===== src/rtl/rate_follow_pkg.sv =====
package rate_follow_pkg;

    typedef enum logic [1:0] {
        ADJ_HOLD     = 2'd0,
        ADJ_SHORTEN  = 2'd1,
        ADJ_LENGTHEN = 2'd2
    } adj_e;

    typedef struct packed {
        logic empty;
        logic full;
    } occ_flags_t;

    // Decide the direction of the next period correction from the fill level.
    function automatic adj_e pick_adj(input int unsigned fill,
                                      input int unsigned mid,
                                      input int unsigned tol);
        if (fill > mid + tol)
            return ADJ_SHORTEN;
        else if (fill + tol < mid)
            return ADJ_LENGTHEN;
        else
            return ADJ_HOLD;
    endfunction

endpackage


===== src/rtl/rf_occupancy.sv =====
module rf_occupancy
    import rate_follow_pkg::*;
#(
    parameter int DEPTH = 12,
    parameter int OCC_W = 4
) (
    input  logic             clk,
    input  logic             rst,
    input  logic             rx,
    input  logic             tx,
    output logic [OCC_W-1:0] occ,
    output occ_flags_t       flags
);
    localparam logic [OCC_W-1:0] FULL = OCC_W'(DEPTH);

    logic at_full, at_empty, up, dn;

    assign at_full  = (occ == FULL);
    assign at_empty = (occ == '0);
    assign up       = rx & ~tx & ~at_full;
    assign dn       = tx & ~rx & ~at_empty;

    always_ff @(posedge clk) begin
        if (rst)
            occ <= '0;
        else if (up)
            occ <= occ + OCC_W'(1);
        else if (dn)
            occ <= occ - OCC_W'(1);
    end

    assign flags.empty = at_empty;
    assign flags.full  = at_full;


    a_r1_increment: assert property (@(posedge clk) disable iff (rst)
        (rx && !tx && !flags.full) |=> (occ == $past(occ) + OCC_W'(1)));

    a_r2_balanced_hold: assert property (@(posedge clk) disable iff (rst)
        (rx == tx) |=> $stable(occ));

    a_r3_no_overflow: assert property (@(posedge clk) disable iff (rst)
        (flags.full && rx && !tx) |=> flags.full);

    a_r4_no_underflow: assert property (@(posedge clk) disable iff (rst)
        (flags.empty && tx && !rx) |=> flags.empty);

endmodule


===== src/rtl/rf_trim.sv =====
module rf_trim
    import rate_follow_pkg::*;
#(
    parameter int          RELOAD_W  = 20,
    parameter int          STEP_W    = 8,
    parameter int          OCC_W     = 4,
    parameter int unsigned SETPOINT  = 6,
    parameter int          MS_CYCLES = 125000
) (
    input  logic                clk,
    input  logic                rst,
    input  logic [OCC_W-1:0]    occ,
    input  logic [OCC_W-1:0]    band,
    input  logic [RELOAD_W-1:0] nominal,
    input  logic [STEP_W-1:0]   step,
    output logic [RELOAD_W-1:0] reload
);
    localparam int WIN_W = $clog2(MS_CYCLES);
    localparam int TW    = RELOAD_W + 2;

    logic [WIN_W-1:0]     wcnt;
    logic                 win_end;
    adj_e                 adj;
    logic signed [TW-1:0] trim, trim_nxt, lim_s, step_s, dec, inc, sum;

    assign win_end = (wcnt == WIN_W'(MS_CYCLES - 1));
    assign adj     = pick_adj(32'(occ), SETPOINT, 32'(band));

    always_ff @(posedge clk) begin
        if (rst)
            wcnt <= '0;
        else if (win_end)
            wcnt <= '0;
        else
            wcnt <= wcnt + WIN_W'(1);
    end

    always_comb begin
        lim_s  = $signed({2'b00, nominal / RELOAD_W'(100)});
        step_s = $signed({{(TW-STEP_W){1'b0}}, step});
        dec    = trim - step_s;
        inc    = trim + step_s;
        case (adj)
            ADJ_SHORTEN:  trim_nxt = (dec < -lim_s) ? -lim_s : dec;
            ADJ_LENGTHEN: trim_nxt = (inc > lim_s)  ? lim_s  : inc;
            default:      trim_nxt = trim;
        endcase
    end

    always_ff @(posedge clk) begin
        if (rst)
            trim <= '0;
        else if (win_end)
            trim <= trim_nxt;
    end

    assign sum    = $signed({2'b00, nominal}) + trim;
    assign reload = sum[RELOAD_W-1:0];


    a_r6_window_only: assert property (@(posedge clk) disable iff (rst)
        !win_end |=> $stable(reload));

    a_r9_band_hold: assert property (@(posedge clk) disable iff (rst)
        (win_end && adj == ADJ_HOLD) |=> $stable(reload));

    a_r7_shorten: assert property (@(posedge clk) disable iff (rst)
        (win_end && adj == ADJ_SHORTEN && $stable(nominal))
        |=> (reload <= $past(reload)) && (trim >= -lim_s));

    a_r8_lengthen: assert property (@(posedge clk) disable iff (rst)
        (win_end && adj == ADJ_LENGTHEN && $stable(nominal))
        |=> (reload >= $past(reload)) && (trim <= lim_s));

endmodule


===== src/rtl/rf_tick_timer.sv =====
module rf_tick_timer #(
    parameter int RELOAD_W = 20
) (
    input  logic                clk,
    input  logic                rst,
    input  logic [RELOAD_W-1:0] reload,
    output logic                tick
);
    logic [RELOAD_W-1:0] cnt;

    assign tick = (cnt >= reload - RELOAD_W'(1));

    always_ff @(posedge clk) begin
        if (rst || tick)
            cnt <= '0;
        else
            cnt <= cnt + RELOAD_W'(1);
    end


    a_r11_single_pulse: assert property (@(posedge clk) disable iff (rst)
        (tick && reload > RELOAD_W'(1) && $stable(reload)) |=> !tick);

endmodule


===== src/rtl/rate_follower.sv =====
module rate_follower
    import rate_follow_pkg::*;
#(
    parameter int RELOAD_W      = 20,
    parameter int STEP_W        = 8,
    parameter int FRAMES_PER_MS = 4,
    parameter int BUF_MS        = 3,
    parameter int MS_CYCLES     = 125000,
    localparam int DEPTH        = FRAMES_PER_MS * BUF_MS,
    localparam int OCC_W        = $clog2(DEPTH + 1)
) (
    input  logic                clk,
    input  logic                rst,
    input  logic                rx_frame,
    input  logic                tx_frame,
    input  logic [RELOAD_W-1:0] nominal_reload,
    input  logic [STEP_W-1:0]   trim_step,
    input  logic [OCC_W-1:0]    band,
    output logic [RELOAD_W-1:0] reload_out,
    output logic                send_tick,
    output logic [OCC_W-1:0]    occupancy,
    output logic                underflow,
    output logic                overflow
);
    localparam int unsigned SETPOINT = DEPTH / 2;

    occ_flags_t flags;

    rf_occupancy #(
        .DEPTH (DEPTH),
        .OCC_W (OCC_W)
    ) u_occ (
        .clk   (clk),
        .rst   (rst),
        .rx    (rx_frame),
        .tx    (tx_frame),
        .occ   (occupancy),
        .flags (flags)
    );

    rf_trim #(
        .RELOAD_W  (RELOAD_W),
        .STEP_W    (STEP_W),
        .OCC_W     (OCC_W),
        .SETPOINT  (SETPOINT),
        .MS_CYCLES (MS_CYCLES)
    ) u_trim (
        .clk     (clk),
        .rst     (rst),
        .occ     (occupancy),
        .band    (band),
        .nominal (nominal_reload),
        .step    (trim_step),
        .reload  (reload_out)
    );

    rf_tick_timer #(
        .RELOAD_W (RELOAD_W)
    ) u_tick (
        .clk    (clk),
        .rst    (rst),
        .reload (reload_out),
        .tick   (send_tick)
    );

    assign underflow = flags.empty;
    assign overflow  = flags.full;

endmodule


===== config.mk =====
export PLATFORM = sky130hd
export DESIGN_NAME = rate_follower
export DESIGN_NICKNAME = d
export VERILOG_FILES = /design/src/rtl/rate_follow_pkg.sv /design/src/rtl/rf_occupancy.sv /design/src/rtl/rf_trim.sv /design/src/rtl/rf_tick_timer.sv /design/src/rtl/rate_follower.sv
export SDC_FILE = /design/constraint.sdc
export NUM_CORES = 1
export LEC_CHECK = 0
export BUFFER_PORTS_ARGS = -buffer_cell sky130_fd_sc_hd__clkbuf_2
export CAP_MARGIN = 10
export CORE_ASPECT_RATIO = 0.9
export CORE_MARGIN = 8
export CORE_UTILIZATION = 39
export DETAILED_ROUTE_END_ITERATION = 12
export SETUP_SLACK_MARGIN = 0.5
export SLEW_MARGIN = 20
export SYNTH_ARGS = -nofsm -noshare
export SYNTH_HDL_FRONTEND = slang
export SYNTH_SLANG_ARGS = --single-unit

===== constraint.sdc =====
create_clock -name clk -period 26.6 [get_ports clk]
set_input_delay 7.98 -clock clk [delete_from_list [all_inputs] [get_ports clk]]
set_output_delay 7.98 -clock clk [all_outputs]
set_load 0.02 [all_outputs]

After elaboration in Yosys (flattened, before gate mapping)
Cells that the tools add are included.
Storage, ports and cells
  output and inout port bits: 27
  bits in registers: 63
Operators by class
  muxes and demuxes: 7
  add/subtract/negate cells: 11
  reduce and logical (&&, ||, !) cells: 6
  bitwise logic cells: 8
  div/mod/pow operators: 1
  $lt $le $gt $ge: 5
  eq/ne operators: 4
Operators with widths (number)
  2-to-1 mux 22 bit: 2
  case mux 22 bit (2 select lines): 1
  > comparator 4 x 32 -> 1 bit: 1
  less-than comparator 32 x 3 -> 1 bit (second input constant): 1
  adder 22 x 9 -> 22 bit: 1
  > comparator 22 x 21 -> 1 bit: 1
  less-than comparator 22 bit: 1
  negator 20 -> 22 bit: 1
  subtractor 22 x 9 -> 22 bit: 1
  adder 20 x 1 -> 20 bit (second input constant): 1
  adder 20 bit: 1
  divider 20 x 7 -> 20 bit (second input constant): 1
  >= comparator 20 bit: 1
  subtractor 20 x 1 -> 20 bit (second input constant): 1
  adder 17 x 1 -> 17 bit (second input constant): 1
  equality test 17 bit (second input constant): 1
  2-to-1 mux 4 bit: 2
  adder 3 x 4 -> 5 bit (first input constant): 1
  adder 4 x 4 -> 5 bit: 1
  adder 4 x 1 -> 4 bit (second input constant): 1
  AND 1 bit: 4
  equality test 4 bit (second input constant): 1
  zero test 4 bit: 1
  2-to-1 mux 2 bit: 2
  other kinds (8): 12

Longest topological paths before layout
Gate-level depths: netlist (run 1).
  depth in word-level cells: 7
  depth in mapped cells: 63

Hierarchy
Synthesis (run 1) repeated with hierarchy kept, for this count alone.
Second synthesis, totals
  cell total of the unflattened synthesis: 1422
  area total of the unflattened synthesis: 10532.6 sq um
Modules (own cells, without submodules)
  rf_trim: sequential area each 780.7 sq um, times used 1, area each 8600.7 sq um, cells an instance 1200
  rf_tick_timer: sequential area each 400.4 sq um, times used 1, area each 1606.5 sq um, cells an instance 187
  rf_occupancy: sequential area each 80.1 sq um, times used 1, area each 325.3 sq um, cells an instance 35

Least setup slack after synthesis (run 1)
OpenSTA, ideal clock, no wires.
  path kind: input to output
  start: in nominal_reload[0]
  end: out send_tick
  buffers on the path: 0
  data arrival time: 12.503 ns
  data required time: 18.620 ns
  path slack: 6.117 ns
  cell stages on the path: 23
  cells stage by stage: ha_1 > fa_1 > a21o_1 > a21oi_1 > o21bai_1 > a21oi_1 > xnor2_1 > or3_1 > or3_1 > or3_1 > or3_1 > nor3_1 > xnor2_1 > ha_1 > nor2b_1 > o21ai_0 > nand2b_1 > a21oi_1 > nor2b_1 > o21ai_0 > nand2b_1 > a21oi_1 > inv_1
On the way
  word-level cells in the longest chain between the ends: 3
RTL lines
  start: declaration: RTL line rate_follower.sv:16  | input logic [RELOAD_W-1:0] nominal_reload,
  adder 20 bit: RTL line rf_trim.sv:57  | assign sum = $signed({2'b00, nominal}) + trim;
  named net reload_out[6]: RTL line rate_follower.sv:19  | output logic [RELOAD_W-1:0] reload_out,
  subtractor 20 x 1 -> 20 bit: RTL line rf_tick_timer.sv:11  | assign tick = (cnt >= reload - RELOAD_W'(1));
  >= comparator 20 bit: RTL line rf_tick_timer.sv:11
  end: declaration: RTL line rate_follower.sv:20  | output logic send_tick,
The timed path passes the listed nets, and every way through them passes these cells.

Worst setup path after layout (run 1)
  start: in nominal_reload[0]
  end: out send_tick
On the way
  word-level cells in the longest chain between the ends: 3
RTL lines (RTL line)
  adder 20 bit: rf_trim.sv:57
  subtractor 20 x 1 -> 20 bit: rf_tick_timer.sv:11
  >= comparator 20 bit: rf_tick_timer.sv:11
Every way passes these cells.

==> run summary, run 1 <==
The share of flip-flops with an asynchronous set or reset is 0. The count of warnings emitted by yosys came out at 0. The most common flop cell mapped by yosys is sky130_fd_sc_hd__dfxtp_1. For the worst-skew pair, the clock arrives at the later sink with an insertion delay of 0.36 ns. The floorplan step set the die height to 170 um. Setup repair after global routing left no endpoint under its margin. The kind of start point of the critical path is an input port. The critical path is of the input port to primary output type. The post-synthesis cell type count is 113. The final hold violation count is 0.

The overall power after layout is 1.55 mW. Compared with the post-synthesis result, the final layout area differs by 7.93%. The areal power density over the cells is 140 nW/um2.

The post-route standard cell area excluding fillers came out at 11,100 um2. The number of antenna cells inserted came out at 0. Dividing the detail-routed via count by the number of cells gives 5.87. The synthesized net count is 1,539. The number of antenna violations at the first check in global routing came out at 0. The arrival time at the worst endpoint came out at 13.10 ns.

The pin count of the biggest net entering global routing is 33. After global routing the overflow that remains totals 0. The aggregate routed wire length came out at 30.4 mm. The placed wire-length estimate is 23.7 mm. The largest voltage drop on the vdd net is 0.164 mV.

The synthesized instance count is 1,394. The average detailed-routed wire length per instance is 17.3 um. In this run, post-CTS repair resized a total of 0 instances.

The buffer cell driving the clock tree root is sky130_fd_sc_hd__clkbuf_16. The die area came out at 31,900 um2. The sequential element share of the synthesized area came out at 0.123.

The flow ran to the end, and the final reports show no timing, DRC or antenna violations. The critical register-to-register path startpoint is u_trim.trim[1]$_SDFFE_PP0P_. The TritonCTS buffer count is 9. TritonCTS built the clock tree.

Synthesis inferred 63 register bits. The worst path in the final design needs a cycle of 21.08 ns, including I/O delays and setup. The required time of the worst setup path came out at 18.62 ns. The count of pins over their slew limit came out at 0.

The most critical setup path has its startpoint at nominal_reload[0]. The maximum fanout along the worst path is 3. Detailed routing inserted a total of 10.3k vias. The most critical setup path has its endpoint at send_tick.

The count of antenna-violating nets left after detailed routing is 0. The cell count of the worst reg-to-reg path is 26. The placeable core area came out at 26,000 um2. The via count of the first global-routing pass is 9,665. For this block, the initial DRC count from the detailed router was 1,013. For flop-to-flop paths, the worst setup slack is 20.22 ns.

The total routing resource utilization after global routing came out at 0.187. The worst hold path begins at u_trim.wcnt[0]$_SDFF_PP0_. The placed standard-cell area came out at 10,800 um2. The final weighted congestion of routability-driven global placement came out at 0.913. The achievable clock frequency is 0.0474 GHz. The max-capacitance violation count is 0. The final non-filler cell total came out at 1,757.

The die extent in x came out at 187 um. The remaining design rule violation count is 0. The leakage power total is 4.59 nW. The first global-routing pass estimated 49.5 mm of wire. The H-tree depth reported by CTS is 3.

The fraction of final layout cells with drive strength greater than 1 came out at 0.104. The average instance area after synthesis is 7.38 um2. The maximum clock insertion buffer count came out at 2.

For this design, the CTS-stage hold fixing added 0 buffers. STA classifies the critical path endpoint as a primary output. The final setup skew is 0.00919 ns. The count of buffers added on input and output ports is 62. For this configuration, the core starts out at a cell density of 0.396.

The slew at the pin closest to its max-slew limit is 0.907 ns. The first TritonRoute pass finished after 5 iterations. Leaving out fill and tap cells, the most frequent cells in the layout are sky130_fd_sc_hd__nor2_1, sky130_fd_sc_hd__ha_1, sky130_fd_sc_hd__a21oi_1, sky130_fd_sc_hd__nand2_1, sky130_fd_sc_hd__xnor2_1. On the final layout, the worst hold slack is 0.445 ns. The count of final setup violators came out at 0. At the end of the flow, the number of nets in the layout was 1,549. Summing every instance area after synthesis gives 10,300 um2. The min-delay analysis places its worst path in the category flop to flop. The worst pin sits at a relative slew slack of 0.394.

The number of placed I/O pins is 63. The total negative slack came out at 0 ns. The library cell used most frequently in the layout, excluding fill and tap cells, is sky130_fd_sc_hd__nor2_1. The setup fix buffers added after clock tree synthesis came out at 0.

For this design, the sink count on the clock tree is 63. After floorplanning, the core was divided into 56 placement rows. After clock tree synthesis, the clock-pin slew on the worst setup and hold paths is 0.06 ns. The number of enable-type register cells in the synthesized netlist came out at 0. The worst register-to-register path ends at u_trim.trim[2]$_SDFFE_PP0P_.

The number of placed instances, taps included, is 1,741. The final worst-path cycle share came out at 0.792.
area by class of cell:
| type | instances | area, um2 |
|---|---|---|
| Fill cell | 2651 | 14900 |
| Multi-Input combinational cell | 1190 | 8470 |
| Sequential cell | 63 | 1260 |
| Tap cell | 348 | 435 |
| Timing Repair Buffer | 65 | 333 |
| Inverter | 75 | 285 |
| Clock buffer | 9 | 225 |
| Clock inverter | 7 | 104 |
per-stage QoR:
stage,util,setup WS (ns)
after detailed placement,0.415,5.48
after global placement,0.415,5.53
after CTS,0.427,5.47
final,0.427,5.52
after floorplan,-,6.12
after global routing,0.427,4.80
power breakdown:
group / switching, mW / leakage [nW] / internal [mW]
Clock: 0.0525 / 0.161 / 0.0832
Sequential: 0.00446 / 0.509 / 0.0966
Combinational: 0.834 / 3.92 / 0.484
Yosys cell counts (14+ instances only):
cell	n	area share
sky130_fd_sc_hd__a211oi_1	16	0.012
sky130_fd_sc_hd__a21o_1	17	0.012
sky130_fd_sc_hd__a21oi_1	94	0.046
sky130_fd_sc_hd__and2_1	15	0.0091
sky130_fd_sc_hd__buf_2	14	0.0068
sky130_fd_sc_hd__clkbuf_1	35	0.013
sky130_fd_sc_hd__dfxtp_1	63	0.12
sky130_fd_sc_hd__ha_1	104	0.13
sky130_fd_sc_hd__inv_1	66	0.024
sky130_fd_sc_hd__mux2i_1	24	0.023
sky130_fd_sc_hd__nand2_1	87	0.032
sky130_fd_sc_hd__nand2b_1	22	0.013
sky130_fd_sc_hd__nand3_1	55	0.027
sky130_fd_sc_hd__nand4_1	18	0.011
sky130_fd_sc_hd__nor2_1	155	0.057
sky130_fd_sc_hd__nor2b_1	22	0.013
sky130_fd_sc_hd__nor3_1	56	0.027
sky130_fd_sc_hd__o21ai_0	50	0.024
sky130_fd_sc_hd__o21ai_1	17	0.0083
sky130_fd_sc_hd__o21bai_1	23	0.017
sky130_fd_sc_hd__or3_1	28	0.017
sky130_fd_sc_hd__xnor2_1	86	0.073
sky130_fd_sc_hd__xor2_1	44	0.037
cells by family after synthesis:
logic type / synth area share
buf+inv: 0.0575
simple gates: 0.260
mux: 0.0327
xor+xnor: 0.119
compound gates: 0.269
fa+ha+maj: 0.140
flops: 0.123
how the worst min path moves through the flow:
stage | depth (start not counted) | endpoint
after floorplan | 1 | u_trim.wcnt[0]$_SDFF_PP0_
after global placement | 1 | u_trim.wcnt[0]$_SDFF_PP0_
after detailed placement | 1 | u_trim.wcnt[0]$_SDFF_PP0_
after CTS | 1 | u_trim.wcnt[0]$_SDFF_PP0_
after global routing | 1 | u_trim.wcnt[0]$_SDFF_PP0_
final | 1 | u_trim.wcnt[0]$_SDFF_PP0_
state kept, by name (all words and copies together) (netlist names):
register	count
u_tick.cnt	20
u_trim.wcnt	17
u_trim.trim	22
u_occ.occ	4
metal layers:
layer	vias up	routed length [um]	GRT usage
met5	-	0	0
met4	0	407	0.0428
met3	33	1930	0.0325
met2	338	13200	0.296
met1	4824	14800	0.260
li1	5112	-	-
worst max-delay path, cell delays in order:
cell and delay (ns):
sky130_fd_sc_hd__clkbuf_2 0.09, sky130_fd_sc_hd__ha_1 0.22, sky130_fd_sc_hd__fa_1 0.40, sky130_fd_sc_hd__a21o_1 0.17, sky130_fd_sc_hd__a21oi_1 0.21, sky130_fd_sc_hd__o21bai_1 0.09
sky130_fd_sc_hd__a21oi_1 0.27, sky130_fd_sc_hd__o21bai_1 0.12, sky130_fd_sc_hd__a21oi_1 0.26, sky130_fd_sc_hd__xnor2_1 0.16, sky130_fd_sc_hd__or3_1 0.43, sky130_fd_sc_hd__or3_1 0.37
sky130_fd_sc_hd__or3_1 0.38, sky130_fd_sc_hd__nor3_1 0.31, sky130_fd_sc_hd__xnor2_1 0.16, sky130_fd_sc_hd__ha_1 0.24, sky130_fd_sc_hd__nor2b_1 0.12, sky130_fd_sc_hd__o21ai_0 0.14
sky130_fd_sc_hd__nand2b_1 0.07, sky130_fd_sc_hd__a21oi_1 0.14, sky130_fd_sc_hd__nor2b_1 0.05, sky130_fd_sc_hd__o21ai_0 0.14, sky130_fd_sc_hd__nand2b_1 0.08, sky130_fd_sc_hd__a21oi_1 0.24
sky130_fd_sc_hd__inv_1 0.06, sky130_fd_sc_hd__clkbuf_2 0.16
Note: power is estimated with default switching activity, not from simulation.
==> inputs of run 2 (changes only) <==
==> constraint.sdc (replaced) <==
create_clock -name clk -period 17.55 [get_ports clk]
set_input_delay 5.265 -clock clk [delete_from_list [all_inputs] [get_ports clk]]
set_output_delay 5.265 -clock clk [all_outputs]
set_load 0.02 [all_outputs]
==> run summary, run 2 (synthesized netlist as in run 1, its figures left out) <==
Result of the run: complete, no violations (unchanged). The number of vias in the routed layout is 10.6k (was 10.3k). The largest voltage drop on the vdd net was 0.243 mV (was 0.164 mV).

The die area was 31,900 um2 (unchanged). The via count of the first global-routing pass came to 9,925 (was 9,665). Unrepaired setup endpoints after global routing: no (unchanged).

The total routing resource utilization after global routing came out at 0.190 (was 0.187). The number of placed cells counting well taps came out at 1,750 (was 1,741). The count of nets after finishing is 1,574 (was 1,549). The final hold violation count came to 0 (unchanged). The worst-case setup margin in the final layout came to 1.15 ns (was 5.52 ns).

The clock tree from TritonCTS is done (unchanged). The total overflow reported by the global router is 0 (unchanged). The placed wire-length estimate is 23.9 mm (was 23.7 mm). The first-pass GRT wire length came out at 51.0 mm (was 49.5 mm). The final weighted congestion of routability-driven global placement came out at 0.935 (was 0.913).

The number of clock sinks came to 63 (unchanged). The arrival time at the worst endpoint came out at 16.61 ns (was 13.10 ns). The signed area change from the synthesized netlist to the final layout is 13.3% (was 7.93%). The cell type of the slowest stage on the worst timing path is sky130_fd_sc_hd__nor4_1 (was sky130_fd_sc_hd__or3_1). The kind of start point of the critical path is an input port (unchanged). The required time of the worst setup path came out at 17.76 ns (was 18.62 ns). The element type at the critical path end is a flop (was primary output). The worst stage delay on the critical path is 0.63 ns (was 0.43 ns). The TritonCTS buffer count came out at 9 (unchanged).

The clock transition at the registers of the reported paths was 0.06 ns (about the same). The count of pins over their slew limit is 0 (unchanged). The number of antenna cells inserted was 0 (unchanged). The kind of path behind the tightest hold check is flop to flop (unchanged). The average detailed-routed wire length per instance came out at 17.4 um (was 17.3 um). The maximum fanout along the worst path came to 26 (was 3). The utilization after layout was 0.449 (was 0.427). The number of optimization iterations in the first detailed-route pass is 6 (was 5). The fraction of final layout cells with drive strength greater than 1 is 0.144 (was 0.104).

Static timing analysis puts the maximum clock frequency at 0.0610 GHz. The pin count of the biggest net entering global routing is 33 (unchanged). The count of antenna-violating nets left after detailed routing is 0 (unchanged). The remaining design rule violation count came out at 0 (unchanged). The ratio of routed vias to standard cells came out at 5.94 (was 5.87). The number of placed I/O pins was 63 (unchanged).

The count of final setup violators is 0 (unchanged). The violation count after the first detailed-route iteration was 792 (was 1,013). The final non-filler cell total came out at 1,782 (was 1,757). The aggregate routed wire length is 31.0 mm (was 30.4 mm). The number of antenna violations at the first check in global routing came out at 0 (unchanged). The type of the worst setup path is input port to flop (was input port to primary output). The largest register by flop count is u_trim.trim (unchanged). The most numerous cell on the critical path is sky130_fd_sc_hd__buf_4 (was sky130_fd_sc_hd__a21oi_1). The count of buffers inserted at the top-level ports is 62 (unchanged). The H-tree depth reported by CTS is 3 (unchanged). Most used cells in the layout excluding fill and tap cells: sky130_fd_sc_hd__nor2_1, sky130_fd_sc_hd__ha_1, sky130_fd_sc_hd__a21oi_1, sky130_fd_sc_hd__nand2_1, sky130_fd_sc_hd__xnor2_1 (unchanged). The number of rows created at floorplan was 56 (unchanged).

The clock latency reported for the late side of the worst-skew pair was 0.36 ns (about the same). The slew at the pin closest to its max-slew limit came to 0.870 ns (was 0.907 ns). Top Registers: u_trim.trim: 22 flops, u_tick.cnt: 20 flops, u_trim.wcnt: 17 flops (unchanged).

The pre-CTS setup slack is -0.00685 ns (was 5.48 ns). The maximum clock insertion buffer count was 2 (unchanged). The leakage power total is 4.77 nW (was 4.59 nW). The most common library cell in the layout ignoring fill and taps was sky130_fd_sc_hd__nor2_1 (unchanged). The max-capacitance violation count came out at 0 (unchanged). The areal power density over the cells came to 231 nW/um2 (was 140 nW/um2). The final setup skew came out at 0.0128 ns (was 0.00919 ns). The buffer cell driving the clock tree root is sky130_fd_sc_hd__clkbuf_16 (unchanged).

The die outline height came out at 170 um (unchanged). The time the worst path needs with I/O delays and setup came out at 16.40 ns. The placeable core area is 26,000 um2 (unchanged). The die extent in x came to 187 um (unchanged). The number of flip-flops under the largest register name is 22 (unchanged). The remaining max-slew budget at the tightest pin is 0.416 (was 0.394). Dividing the final minimum period by the clock period gives 0.934.

The overall power after layout came out at 2.69 mW (was 1.55 mW). The starting density of the core came out at 0.396 (unchanged).
## run 2: cell types whose count changed in the layout (fill, tap and decap cells not counted), sizes merged
cell | previous run | this run
buf | 3 | 32
inv | 74 | 73
clkbuf | 71 | 68
bufinv | 2 | 3
clkinv | 6 | 5
## run 2: worst paths after layout
kind / startpoint / end / slack [ns] / depth (start not counted)
max: nominal_reload[17] / u_trim.trim[18]$_SDFFE_PP0P_ / 1.15 / 53
min: u_trim.wcnt[0]$_SDFF_PP0_ / u_trim.wcnt[0]$_SDFF_PP0_ / 0.45 / 1
max reg2reg: u_trim.trim[1]$_SDFFE_PP0P_ / u_trim.trim[18]$_SDFFE_PP0P_ / 11.27 / 28
min reg2reg: u_trim.wcnt[0]$_SDFF_PP0_ / u_trim.wcnt[0]$_SDFF_PP0_ / 0.45 / 1
## run 2: power by group
group / internal, mW / leakage, nW / switching, mW
Combinational: 0.921 / 4.09 / 1.40
Sequential: 0.146 / 0.509 / 0.00661
Clock: 0.144 / 0.173 / 0.0785
## run 2: routing by layer
metal / GRT usage / wire length [um]
met2: 0.301 / 13800
met3: 0.0401 / 2260
met4: 0.0421 / 412
met1: 0.262 / 14600
met5: 0 / 0
## run 2: metrics by stage
step	cell area [um2]	hold slack [ns]	TNS, ns
floorplan	10300	0.413	0
detailed placement	10800	0.433	-0.00685
global placement	10800	0.427	0
CTS	11200	0.448	0
finish	11700	0.450	0
global route	11700	0.463	0
## run 2: critical path: cells and delay by family
family / cells / cell delay, ns
AO/OA/AOI/OAI: 22 / 5.08
XOR/XNOR: 2 / 0.41
adder cells (fa/ha/maj): 2 / 0.50
buffers and inverters: 9 / 1.55
multiplexers: 3 / 0.81
AND/OR/NAND/NOR: 15 / 2.96
## run 2: area by class of cell
type | count | area, um2
fill | 2585 | 14300
multi-input combinational | 1190 | 8780
sequential | 63 | 1260
timing repair buffer | 90 | 539
tap | 348 | 435
inverter | 75 | 285
clock buffer | 10 | 239
clock inverter | 6 | 116
## run 2: repair_timing
item	CTS	global route
pin swaps	0	12
hold buffers	0	0
endpoints found under the setup margin	1	22
resized for setup	8	59
buffers inserted	0	16
==> inputs of run 3 (changes only) <==
--- a/config.mk
+++ b/config.mk
@@ -5,6 +5,7 @@
 export SDC_FILE = /design/constraint.sdc
 export NUM_CORES = 1
 export LEC_CHECK = 0
+export ABC_AREA = 1
 export BUFFER_PORTS_ARGS = -buffer_cell sky130_fd_sc_hd__clkbuf_2
 export CAP_MARGIN = 10
 export CORE_ASPECT_RATIO = 0.9
@@ -15,4 +16,5 @@
 export SLEW_MARGIN = 20
 export SYNTH_ARGS = -nofsm -noshare
 export SYNTH_HDL_FRONTEND = slang
+export SYNTH_HIERARCHICAL = 1
 export SYNTH_SLANG_ARGS = --single-unit
==> run summary, run 3 <==
The clock latency reported for the late side of the worst-skew pair was 0.34 ns (was 0.36 ns). The count of warnings emitted by yosys is 6 (was 0). The average detailed-routed wire length per instance is 13.5 um (was 17.4 um).

The post-synthesis cell type count is 58 (was 113). The via count of the first global-routing pass came to 8,986 (was 9,925). The TritonCTS buffer count came out at 9 (unchanged). The worst hold slack across all endpoints came out at 0.464 ns (was 0.450 ns). The element type at the critical path end is a primary output (was flop).

The number of clock sinks came out at 63 (unchanged). The routed wire length on met3 came to 1.68 mm (was 2.26 mm). The final non-filler cell total is 1,969 (was 1,782). The total negative slack is 0 ns (unchanged). The number of optimization iterations in the first detailed-route pass is 5 (was 6). The placed wire-length estimate came out at 21.8 mm (was 23.9 mm).

The most frequently used cell type in the post-synthesis netlist was sky130_fd_sc_hd__nand2_1 (was sky130_fd_sc_hd__nor2_1). The aggregate routed wire length came to 26.5 mm (was 31.0 mm). The count of state elements after synthesis is 63 (unchanged). The most common flop cell mapped by yosys is sky130_fd_sc_hd__dfxtp_1 (unchanged). The highest layer used for signal routing was met4 (unchanged). The count of buffers inserted at the top-level ports is 62 (unchanged).

The worst stage delay on the critical path came out at 0.40 ns (was 0.63 ns). The ratio of routed vias to standard cells came out at 5.00 (was 5.94). The clock tree from TritonCTS is done (unchanged). The average instance area after synthesis is 6.34 um2 (was 7.38 um2). The violation count after the first detailed-route iteration is 711 (was 792). The number of placed I/O pins is 63 (unchanged). The sequential element share of the synthesized area came out at 0.127 (was 0.123). The die extent in x is 184 um (was 187 um).

The maximum clock insertion buffer count is 2 (unchanged). The largest register by flop count is u_trim/trim (was u_trim.trim). The slew at the pin closest to its max-slew limit is 0.805 ns (was 0.870 ns). The count of final setup violators was 0 (unchanged). The die area came to 30,800 um2 (was 31,900 um2).

The number of enable-type register cells in the synthesized netlist came out at 0 (unchanged). The proportion of netlist area held by the largest area contributor is 0.131 (was 0.126). The buffer cell driving the clock tree root is sky130_fd_sc_hd__clkbuf_16 (unchanged). The launch point of the worst hold path is u_trim/wcnt[0]$_SDFF_PP0_ (was u_trim.wcnt[0]$_SDFF_PP0_).

The final setup skew came out at 0.00516 ns (was 0.0128 ns). The signed area change from the synthesized netlist to the final layout came out at 9.38% (was 13.3%). The starting density of the core is 0.396 (about the same). The count of cells along the worst hold path came out at 1 (unchanged). The synthesized instance count is 1,567 (was 1,394). The count of nets after finishing came out at 1,767 (was 1,574).

The pre-CTS setup slack came out at 1.95 ns (was -0.00685 ns). The number of flip-flops under the largest register name is 22 (unchanged). Synth top cells by count: sky130_fd_sc_hd__nand2_1, sky130_fd_sc_hd__inv_1, sky130_fd_sc_hd__nor2_1, sky130_fd_sc_hd__ha_1, sky130_fd_sc_hd__nand3_1 (was sky130_fd_sc_hd__nor2_1, sky130_fd_sc_hd__ha_1, sky130_fd_sc_hd__a21oi_1, sky130_fd_sc_hd__nand2_1, sky130_fd_sc_hd__xnor2_1).

The arrival time at the worst endpoint came out at 10.33 ns (was 16.61 ns). The setup fix buffers added after clock tree synthesis was 0 (unchanged). The required time of the worst setup path came out at 12.28 ns (was 17.76 ns). The capture endpoint of the worst hold path is u_trim/wcnt[0]$_SDFF_PP0_ (was u_trim.wcnt[0]$_SDFF_PP0_).

Largest cells by area after synthesis: sky130_fd_sc_hd__ha_1, sky130_fd_sc_hd__dfxtp_1, sky130_fd_sc_hd__nand2_1 (was sky130_fd_sc_hd__ha_1, sky130_fd_sc_hd__dfxtp_1, sky130_fd_sc_hd__xnor2_1). The number of placed cells counting well taps came out at 1,953 (was 1,750). The number of rows created at floorplan came out at 55 (was 56). The count of antenna-violating nets left after detailed routing is 0 (unchanged). The number of antenna cells inserted is 0 (unchanged). The achievable clock frequency came out at 0.0641 GHz (was 0.0610 GHz).

The remaining max-slew budget at the tightest pin came to 0.463 (was 0.416). The most common library cell in the layout ignoring fill and taps is sky130_fd_sc_hd__nand2_1 (was sky130_fd_sc_hd__nor2_1). The post-cts resize count was 0 (was 8).

The number of antenna violations at the first check in global routing came to 0 (unchanged). The worst-case register-to-register setup slack is 11.34 ns (was 11.27 ns). The sum of met2 wire segment lengths after detailed routing came to 11.1 mm (was 13.8 mm). The worst-case setup margin in the final layout is 1.96 ns (was 1.15 ns). The die outline height came out at 167 um (was 170 um). The max-capacitance violation count is 0 (unchanged).

The number of buffers inserted for hold repair after clock tree synthesis came out at 0 (unchanged). The clock transition at the registers of the reported paths is 0.06 ns (about the same). The share of flip-flops with an asynchronous set or reset is 0 (unchanged). The first-pass GRT wire length came out at 43.8 mm (was 51.0 mm). The final weighted congestion of routability-driven global placement came out at 0.908 (was 0.935).

The cell type with the largest total area after synthesis is sky130_fd_sc_hd__ha_1 (unchanged). The cell type of the slowest stage on the worst timing path is sky130_fd_sc_hd__fa_1 (was sky130_fd_sc_hd__nor4_1). The placeable core area came out at 25,100 um2 (was 26,000 um2). The number of vias in the routed layout was 9,845 (was 10.6k). The time the worst path needs with I/O delays and setup was 15.59 ns (was 16.40 ns). The kind of start point of the critical path is an input port (unchanged). The final hold violation count came out at 0 (unchanged). The critical register-to-register path startpoint is u_trim/trim[2]$_SDFFE_PP0P_ (was u_trim.trim[1]$_SDFFE_PP0P_). The maximum fanout along the worst path is 3 (was 26). The final worst-path cycle share was 0.888 (was 0.934). Top Registers: u_trim/trim: 22 flops, u_tick/cnt: 20 flops, u_trim/wcnt: 17 flops (was u_trim.trim: 22 flops, u_tick.cnt: 20 flops, u_trim.wcnt: 17 flops). Result of the run: complete, no violations (unchanged). The kind of path behind the tightest hold check is flop to flop (unchanged). The total routing resource utilization after global routing was 0.171 (was 0.190). The type of the worst setup path was input port to primary output (was input port to flop). The met1 wire length came out at 13.5 mm (was 14.6 mm). The total overflow reported by the global router came to 0 (unchanged). The synthesized net count is 1,712 (was 1,539).

The pin count of the biggest net entering global routing came out at 30 (was 33). The endpoint of the worst-slack reg-to-reg timing path was u_trim/trim[13]$_SDFFE_PP0P_ (was u_trim.trim[18]$_SDFFE_PP0P_). The count of pins over their slew limit is 0 (unchanged). The remaining design rule violation count is 0 (unchanged).

The H-tree depth reported by CTS was 3 (unchanged). The cell count of the worst reg-to-reg path came out at 27 (was 28). Unrepaired setup endpoints after global routing: no (unchanged). Most used cells in the layout excluding fill and tap cells: sky130_fd_sc_hd__nand2_1, sky130_fd_sc_hd__inv_1, sky130_fd_sc_hd__nor2_1, sky130_fd_sc_hd__nand3_1, sky130_fd_sc_hd__ha_1 (was sky130_fd_sc_hd__nor2_1, sky130_fd_sc_hd__ha_1, sky130_fd_sc_hd__a21oi_1, sky130_fd_sc_hd__nand2_1, sky130_fd_sc_hd__xnor2_1).

The area of the mapped netlist came out at 9940 um2 (was 10,300 um2). The fraction of final layout cells with drive strength greater than 1 came out at 0.154 (was 0.144).
[run 3: changes by cell type after synthesis, sizes merged, moves of 19 or more]
| cell | change |
|---|---|
| buf | -19 |
| clkbuf | -27 |
| inv | +182 |
| mux2i | -25 |
| nand2 | +320 |
| nand2b | -22 |
| nand3 | +66 |
| nor2b | -22 |
| nor3 | -27 |
| or3 | -28 |
| xnor2 | -65 |
| xor2 | +35 |
[run 3: area by class of cell]
class,instances,area (um2)
multi-input cells,1226,7540
well taps,342,428
repair buffers,65,333
fillers,2638,14200
inverters,257,976
clock inverters,7,104
clock buffers,9,225
flip-flops and latches,63,1260
[run 3: per-layer routing]
layer / GRT usage / vias up
met5: 0 / -
met4: 0.0343 / 0
met3: 0.0201 / 19
met2: 0.264 / 246
met1: 0.249 / 4392
li1: - / 5188
[run 3: kinds of logic after synthesis]
| logic type | count (synthesis) | share of synthesized area |
|---|---|---|
| flops | 63 | 0.127 |
| buf+inv | 278 | 0.114 |
| compound gates | 224 | 0.125 |
| xor+xnor | 105 | 0.0925 |
| fa+ha+maj | 109 | 0.141 |
| simple gates | 788 | 0.400 |
[run 3: worst max-delay path by stage]
stage,start,endpoint,cells after the start
2_1_floorplan,nominal_reload[0],send_tick,39
3_3_place_gp,nominal_reload[0],send_tick,41
3_5_place_dp,nominal_reload[0],send_tick,41
4_1_cts,nominal_reload[0],send_tick,41
5_1_grt,nominal_reload[15],u_trim/trim[14]$_SDFFE_PP0P_,84
6_report,nominal_reload[0],send_tick,41
[run 3: worst max-delay path: cells and delay by family]
kind	cells	cell delay, ns
and+or+nand+nor	16	1.70
AOI/OAI and AO/OA	11	1.49
adders and majority gates	3	0.85
buffers and inverters	9	0.65
xor gates and xnor gates	2	0.38
[run 3: per-stage QoR]
step / utilization / area [um2]
2_1_floorplan: - / 9940
3_3_place_gp: 0.420 / 10500
3_5_place_dp: 0.420 / 10500
4_1_cts: 0.433 / 10900
5_1_grt: 0.433 / 10900
6_report: 0.433 / 10900
Power of run 3 is left out: the tool's default activity adds up to more than one toggle a clock period on the data nets, which glitch-free logic cannot reach.
